<file path="src/rtl/tmr_split_pkg.sv">
package tmr_split_pkg;

  typedef enum logic [1:0] {
    SRC_DIV   = 2'd0,
    SRC_TICK  = 2'd1,
    SRC_PULSE = 2'd2,
    SRC_SYS   = 2'd3
  } src_e;

  localparam logic [2:0] A_CTRL   = 3'd0;
  localparam logic [2:0] A_SRC    = 3'd1;
  localparam logic [2:0] A_RLD_LO = 3'd2;
  localparam logic [2:0] A_RLD_HI = 3'd3;
  localparam logic [2:0] A_CNT_LO = 3'd4;
  localparam logic [2:0] A_CNT_HI = 3'd5;

  function automatic logic src_pick(src_e s, logic d, logic t, logic p);
    case (s)
      SRC_DIV:   return d;
      SRC_TICK:  return t;
      SRC_PULSE: return p;
      default:   return 1'b1;
    endcase
  endfunction

endpackage

</file>
<file path="src/rtl/tmr_strobes.sv">
module tmr_strobes #(
  parameter int DIV = 12
) (
  input  logic clk,
  input  logic rst,
  input  logic cap_in,
  output logic div_stb,
  output logic cap_evt
);
  localparam int DW = (DIV > 1) ? $clog2(DIV) : 1;
  localparam logic [DW-1:0] LAST = DW'(DIV - 1);

  logic [DW-1:0] div_q;
  logic [2:0]    sync_q;

  always_ff @(posedge clk) begin
    if (rst) begin
      div_q  <= '0;
      sync_q <= '0;
    end else begin
      div_q  <= (div_q == LAST) ? '0 : div_q + 1'b1;
      sync_q <= {sync_q[1:0], cap_in};
    end
  end

  assign div_stb = (div_q == LAST);
  assign cap_evt = sync_q[1] & ~sync_q[2];

  AST_DIV_SPACING: assert property (@(posedge clk) disable iff (rst)
    div_stb |=> !div_stb);
  AST_CAP_SINGLE: assert property (@(posedge clk) disable iff (rst)
    cap_evt |=> !cap_evt);
endmodule

</file>
<file path="src/rtl/tmr_half.sv">
module tmr_half #(
  parameter int W = 8
) (
  input  logic         clk,
  input  logic         rst,
  input  logic         wr_cnt,
  input  logic         wr_rld,
  input  logic [W-1:0] wdata,
  input  logic         inc,
  input  logic         load,
  input  logic         cap,
  output logic [W-1:0] cnt_o,
  output logic [W-1:0] rld_o
);
  logic [W-1:0] cnt_q, rld_q, cnt_n, rld_n;

  always_comb begin
    if (wr_cnt)    cnt_n = wdata;
    else if (load) cnt_n = rld_q;
    else if (inc)  cnt_n = cnt_q + 1'b1;
    else           cnt_n = cnt_q;
    if (cap)         rld_n = cnt_q;
    else if (wr_rld) rld_n = wdata;
    else             rld_n = rld_q;
  end

  always_ff @(posedge clk) begin
    if (rst) begin
      cnt_q <= '0;
      rld_q <= '0;
    end else begin
      cnt_q <= cnt_n;
      rld_q <= rld_n;
    end
  end

  assign cnt_o = cnt_q;
  assign rld_o = rld_q;

  AST_HALF_HOLD: assert property (@(posedge clk) disable iff (rst)
    (!wr_cnt && !load && !inc) |=> $stable(cnt_o));
  AST_CAP_WINS: assert property (@(posedge clk) disable iff (rst)
    (cap && wr_rld) |=> (rld_o == $past(cnt_o)));
endmodule

</file>
<file path="src/rtl/split_reload_timer.sv">
module split_reload_timer
  import tmr_split_pkg::*;
#(
  parameter int HALF_W = 8,
  parameter int DIV    = 12
) (
  input  logic                  clk,
  input  logic                  rst,
  input  logic                  wr_en,
  input  logic [2:0]            wr_addr,
  input  logic [7:0]            wr_data,
  input  logic                  tick_stb,
  input  logic                  pulse_stb,
  input  logic                  cap_in,
  output logic [2*HALF_W-1:0]   count_o,
  output logic [2*HALF_W-1:0]   reload_o,
  output logic                  flag_lo_o,
  output logic                  flag_hi_o,
  output logic                  irq_o
);
  localparam int CW = 2 * HALF_W;

  logic div_stb, cap_evt;
  logic split_q, loie_q, gie_q, irq_q;
  logic [1:0] capm_q, run_q, flag_q;
  src_e [1:0] sel_q;

  logic [1:0][HALF_W-1:0] cnt_h, rld_h;
  logic [1:0] en, mx, inc, load, cap, set;
  logic ctrl_wr, src_wr;
  logic split_n, loie_n, gie_n;
  logic [1:0] capm_n, run_n, flag_n;
  src_e [1:0] sel_n;
  logic wrap16;

  tmr_strobes #(.DIV(DIV)) strobes_i (
    .clk(clk), .rst(rst), .cap_in(cap_in),
    .div_stb(div_stb), .cap_evt(cap_evt)
  );

  for (genvar h = 0; h < 2; h++) begin : g_half
    localparam logic [2:0] CA = (h == 0) ? A_CNT_LO : A_CNT_HI;
    localparam logic [2:0] RA = (h == 0) ? A_RLD_LO : A_RLD_HI;
    assign en[h] = run_q[h] & src_pick(sel_q[h], div_stb, tick_stb, pulse_stb);
    assign mx[h] = (cnt_h[h] == {HALF_W{1'b1}});
    tmr_half #(.W(HALF_W)) half_i (
      .clk(clk), .rst(rst),
      .wr_cnt(wr_en && wr_addr == CA),
      .wr_rld(wr_en && wr_addr == RA),
      .wdata(wr_data[HALF_W-1:0]),
      .inc(inc[h]), .load(load[h]), .cap(cap[h]),
      .cnt_o(cnt_h[h]), .rld_o(rld_h[h])
    );
  end

  // mode decode: which half counts, reloads or captures this cycle
  always_comb begin
    inc    = '0;
    load   = '0;
    cap    = '0;
    set    = '0;
    wrap16 = en[0] & mx[0] & mx[1];
    if (split_q) begin
      for (int h = 0; h < 2; h++) begin
        if (capm_q[h]) begin
          inc[h] = en[h];
          cap[h] = cap_evt;
          set[h] = cap_evt;
        end else begin
          load[h] = en[h] & mx[h];
          inc[h]  = en[h] & ~mx[h];
          set[h]  = en[h] & mx[h];
        end
      end
    end else if (capm_q[0]) begin
      inc[0] = en[0];
      inc[1] = en[0] & mx[0];
      cap    = {cap_evt, cap_evt};
      set[1] = cap_evt;
    end else begin
      load   = {wrap16, wrap16};
      inc[0] = en[0] & ~wrap16;
      inc[1] = en[0] & mx[0] & ~wrap16;
      set[1] = wrap16;
    end
  end

  // control and flag next state
  always_comb begin
    ctrl_wr = wr_en && (wr_addr == A_CTRL);
    src_wr  = wr_en && (wr_addr == A_SRC);
    split_n = ctrl_wr ? wr_data[0]   : split_q;
    capm_n  = ctrl_wr ? wr_data[2:1] : capm_q;
    run_n   = ctrl_wr ? wr_data[4:3] : run_q;
    loie_n  = ctrl_wr ? wr_data[7]   : loie_q;
    flag_n  = set | (ctrl_wr ? wr_data[6:5] : flag_q);
    sel_n[0] = src_wr ? src_e'(wr_data[1:0]) : sel_q[0];
    sel_n[1] = src_wr ? src_e'(wr_data[3:2]) : sel_q[1];
    gie_n   = src_wr ? wr_data[4] : gie_q;
  end

  always_ff @(posedge clk) begin
    if (rst) begin
      split_q <= 1'b0;
      capm_q  <= '0;
      run_q   <= '0;
      loie_q  <= 1'b0;
      flag_q  <= '0;
      sel_q   <= {SRC_DIV, SRC_DIV};
      gie_q   <= 1'b0;
      irq_q   <= 1'b0;
    end else begin
      split_q <= split_n;
      capm_q  <= capm_n;
      run_q   <= run_n;
      loie_q  <= loie_n;
      flag_q  <= flag_n;
      sel_q   <= sel_n;
      gie_q   <= gie_n;
      irq_q   <= gie_n & (flag_n[1] | (flag_n[0] & loie_n));
    end
  end

  assign count_o   = {cnt_h[1], cnt_h[0]};
  assign reload_o  = {rld_h[1], rld_h[0]};
  assign flag_lo_o = flag_q[0];
  assign flag_hi_o = flag_q[1];
  assign irq_o     = irq_q;

  AST_FLAG_STICKY: assert property (@(posedge clk) disable iff (rst)
    (flag_lo_o && !ctrl_wr) |=> flag_lo_o);
  AST_SPLIT_RELOAD: assert property (@(posedge clk) disable iff (rst)
    (split_q && !capm_q[0] && en[0] && cnt_h[0] == {HALF_W{1'b1}}
     && !(wr_en && wr_addr == A_CNT_LO))
    |=> (count_o[HALF_W-1:0] == $past(reload_o[HALF_W-1:0])) && flag_lo_o);
  AST_SPLIT_CAPTURE: assert property (@(posedge clk) disable iff (rst)
    (split_q && capm_q[0] && cap_evt)
    |=> (reload_o[HALF_W-1:0] == $past(count_o[HALF_W-1:0])) && flag_lo_o);
  AST_WIDE_RELOAD: assert property (@(posedge clk) disable iff (rst)
    (!split_q && !capm_q[0] && en[0] && count_o == {CW{1'b1}}
     && !(wr_en && (wr_addr == A_CNT_LO || wr_addr == A_CNT_HI)))
    |=> (count_o == $past(reload_o)) && flag_hi_o);
  AST_WIDE_CAPTURE: assert property (@(posedge clk) disable iff (rst)
    (!split_q && capm_q[0] && cap_evt) |=> (reload_o == $past(count_o)) && flag_hi_o);
  AST_IRQ_SOURCE: assert property (@(posedge clk) disable iff (rst)
    irq_o |-> (flag_hi_o || flag_lo_o));
endmodule

</file>
<file path="config.mk">
export PLATFORM = sky130hd
export DESIGN_NAME = split_reload_timer
export DESIGN_NICKNAME = d
export VERILOG_FILES = /design/src/rtl/tmr_split_pkg.sv /design/src/rtl/tmr_strobes.sv /design/src/rtl/tmr_half.sv /design/src/rtl/split_reload_timer.sv
export SDC_FILE = /design/constraint.sdc
export NUM_CORES = 1
export LEC_CHECK = 0
export BUFFER_PORTS_ARGS = -buffer_cell sky130_fd_sc_hd__buf_4
export CORE_ASPECT_RATIO = 0.6
export CORE_UTILIZATION = 35
export CTS_CLUSTER_SIZE = 24
export DETAILED_ROUTE_END_ITERATION = 10
export PLACE_DENSITY = 0.51
export SLEW_MARGIN = 20
export SYNTH_ARGS = -nofsm -noshare
export SYNTH_HDL_FRONTEND = slang
export SYNTH_HIERARCHICAL = 1
export SYNTH_SLANG_ARGS = --single-unit
</file>
<file path="constraint.sdc">
create_clock -name clk -period 5.6 [get_ports clk]
set_clock_uncertainty 0.05 [all_clocks]
set_input_delay 1.12 -clock clk [delete_from_list [all_inputs] [get_ports clk]]
set_output_delay 1.12 -clock clk [all_outputs]
set_load 0.02 [all_outputs]
</file>
==> flow_summary.ini <==
[global_route]
antenna_found_initial = 0
grt_use_total_pct = 19.4
grt_start_max_net_pins = 60
grt_pass1_wl_mm = 13.1
grt_pass1_vias = 2311
overflow = 0

[die]
core-area_sq_um = 8130
die_h_um = 74.1
rows = 25
die_x_um = 122
fp.dieArea_sq_um = 9060
top_level_ports = 52
initial_utilization_pct = 37.3

[detailed_routing]
firstDrtPassIters = 4
drc = 0
vias = 2569
detail_route.wl_per_cell_um = 17.6
postRouteAntennaNets = 0
wirelength_mm = 8.45
drt_iter0_drc = 190
viasPerCell = 5.36

[yosys]
ys_types = 52
synth_edf_count = 0
async_reset_ff_share_pct = 0
synth_area_sq_um = 3040
ys.flop_type = dfxtp_1
yosysSeqAreaShare_pct = 35.0
synthCells = 331
avgSynthCellArea_sq_um = 9.17
yosysWarningCount = 6
yosys_register_bits = 53
synth_nets = 351

[critical_path]
ff2ff_path_depth = 9
path_max_fanout = 14
cp_data_arrival_time_ps = 3540
rrSetupSlack_ps = 2330
end_kind = register
worst_setup_path_start_kind = input pin
worst_ep_required_time_ps = 5780
r2r_start = strobes_i/div_q[0]$_SDFF_PP0_
path_class = in2reg
rr_endpoint = g_half[1].half_i/cnt_o[5]$_SDFFE_PP0P_

[flow_run]
cap_violations = 0

[final_layout]
nFillCells = 819
seqCellArea_sq_um = 1060
layout_common_cells = 56 x buf_4, 53 x dfxtp_1, 37 x nor2_1
syn2layout_area_growth_pct = 19.1
fin_nets = 392
antennaDiodeCount = 0
layout_commonest_cell = buf_4
drive_gt1_share_pct = 28.3
multiInputGateArea_sq_um = 1820

[clock_network]
tritoncts = yes
path_clk_slew_ps = 70
ctsHoldBuffers = 0
cts_resized = 0
htreeDepth = 2
cts.sinks = 53
cts_made_buffers = 5
cts-root-buf = clkbuf_16
cts_setup_buffers = 0
clock_latency_ps = 290
cts.path.max_buffers = 2

[place]
numPortBuffers = 51
gp_congestion = 0.807
dp_hpwl_mm = 5.88

[sta]
drv_slew = 0
setup-violations-final = 0
finalSetupTns_ps = 0
final-hold-violation-count = 0
slew_headroom_pct = 40.0
min_period_ps = 3360
fin_crit_sh_pct = 59.9
rsz0062_at_grt = no
fmax_mhz = 298
worst_slew_pin_slew_ps = 897
hold_slack_ps = 412

[hold_path]
hold_path.startpoint = strobes_i/sync_q[0]$_SDFF_PP0_
hold_depth = 1
holdCritPathClass = reg2reg
hold_end = strobes_i/sync_q[1]$_SDFF_PP0_

[pwr]
p_leak_nw = 1.42
p_per_area_nw_per_um2 = 216
vdd_drop_max_mv = 0.104
power_uw = 780

[outcome]
status = completed
==> sequential cells by signal (all words and copies together) (netlist names), 2 cells and up <==
register             flops
g_half.half_i/rld_o     16
g_half.half_i/cnt_o     16
strobes_i/sync_q         3
capm_q                   2
flag_q                   2
sel_q                    4
run_q                    2
strobes_i/div_q          4
==> layout make-up <==
class	instances	share of cell area, %
inverter	13	1.35
sequential	53	29.3
tap	108	3.74
timing repair buffer	56	11.6
clock buffer	5	3.46
clock inverter	1	0.138
multi-input combinational	243	50.3
==> logic make-up after synthesis <==
logic type | count (synthesis) | synth area share [%]
AND/OR/NAND/NOR | 132 | 25.3
buffers and inverters | 35 | 5.56
XOR/XNOR | 2 | 0.577
flip-flops | 53 | 35.0
adder cells (fa/ha/maj) | 3 | 1.24
multiplexers | 56 | 19.3
AO/OA/AOI/OAI | 50 | 13.1
==> Yosys cell counts, types with 4 or more instances <==
master    number  area, sq um
nor3b_1        6         45.0
or4_1          7         52.6
and3b_1        5         43.8
o211ai_1       7         52.6
nand4_1        6         37.5
mux2i_1       36          360
a21oi_1       11         55.1
inv_1         13         48.8
nor2b_1       10         62.6
a221o_1        6         60.1
dfxtp_1       53         1060
nand2_1       13         48.8
nand3_1       16         80.1
buf_6          4         45.0
a221oi_1       8         70.1
clkbuf_1      13         48.8
or3b_2         6         52.6
nor2_1        37          139
o22ai_1        4         25.0
mux2_2        19          214
==> how the worst max path moves through the flow <==
stage	startpoint	endpoint	slack [ps]	cells after the start
final	pulse_stb	g_half[1].half_i/cnt_o[5]$_SDFFE_PP0P_	2240	8
after global placement	pulse_stb	g_half[1].half_i/cnt_o[5]$_SDFFE_PP0P_	1990	10
after global routing	pulse_stb	g_half[1].half_i/cnt_o[5]$_SDFFE_PP0P_	2120	10
after detailed placement	pulse_stb	g_half[1].half_i/cnt_o[5]$_SDFFE_PP0P_	1960	10
after floorplan	pulse_stb	g_half[1].half_i/cnt_o[7]$_SDFFE_PP0P_	2330	9
after CTS	pulse_stb	g_half[1].half_i/cnt_o[5]$_SDFFE_PP0P_	2270	10
==> per-layer routing <==
metal | global-route usage (%) | part of all wire [%] | wire length, um
met3 | 4.68 | 5.8 | 491
met4 | 4.07 | 0.26 | 22
met1 | 31.3 | 55 | 4640
met5 | 0 | 0 | 0
met2 | 24.9 | 39 | 3300
==> critical path, stage by stage <==
cell and delay (ps):
buf_4 80, mux2_1 130, o221ai_2 180, or4_1 550, nand2_1 360, or4b_4 520
or4_1 510, nand3_1 90
==> metrics by stage <==
stage	area, sq um	std cells	setup WS [ps]	utilization, %
6_report	3620	479	2240	44.5
5_1_grt	3620	479	2120	44.5
4_1_cts	3610	479	2270	44.4
3_5_place_dp	3480	473	1960	42.8
3_3_place_gp	3480	473	1990	42.8
2_1_floorplan	3040	331	2330	-
==> power breakdown <==
part	internal, mW	total [mW]	switching [mW]
clock	0.160	0.297	0.137
combinational	0.0367	0.0808	0.0442
sequential	0.388	0.401	0.0137
total	0.585	0.780	0.195
Power figures use the tool's default switching activity.
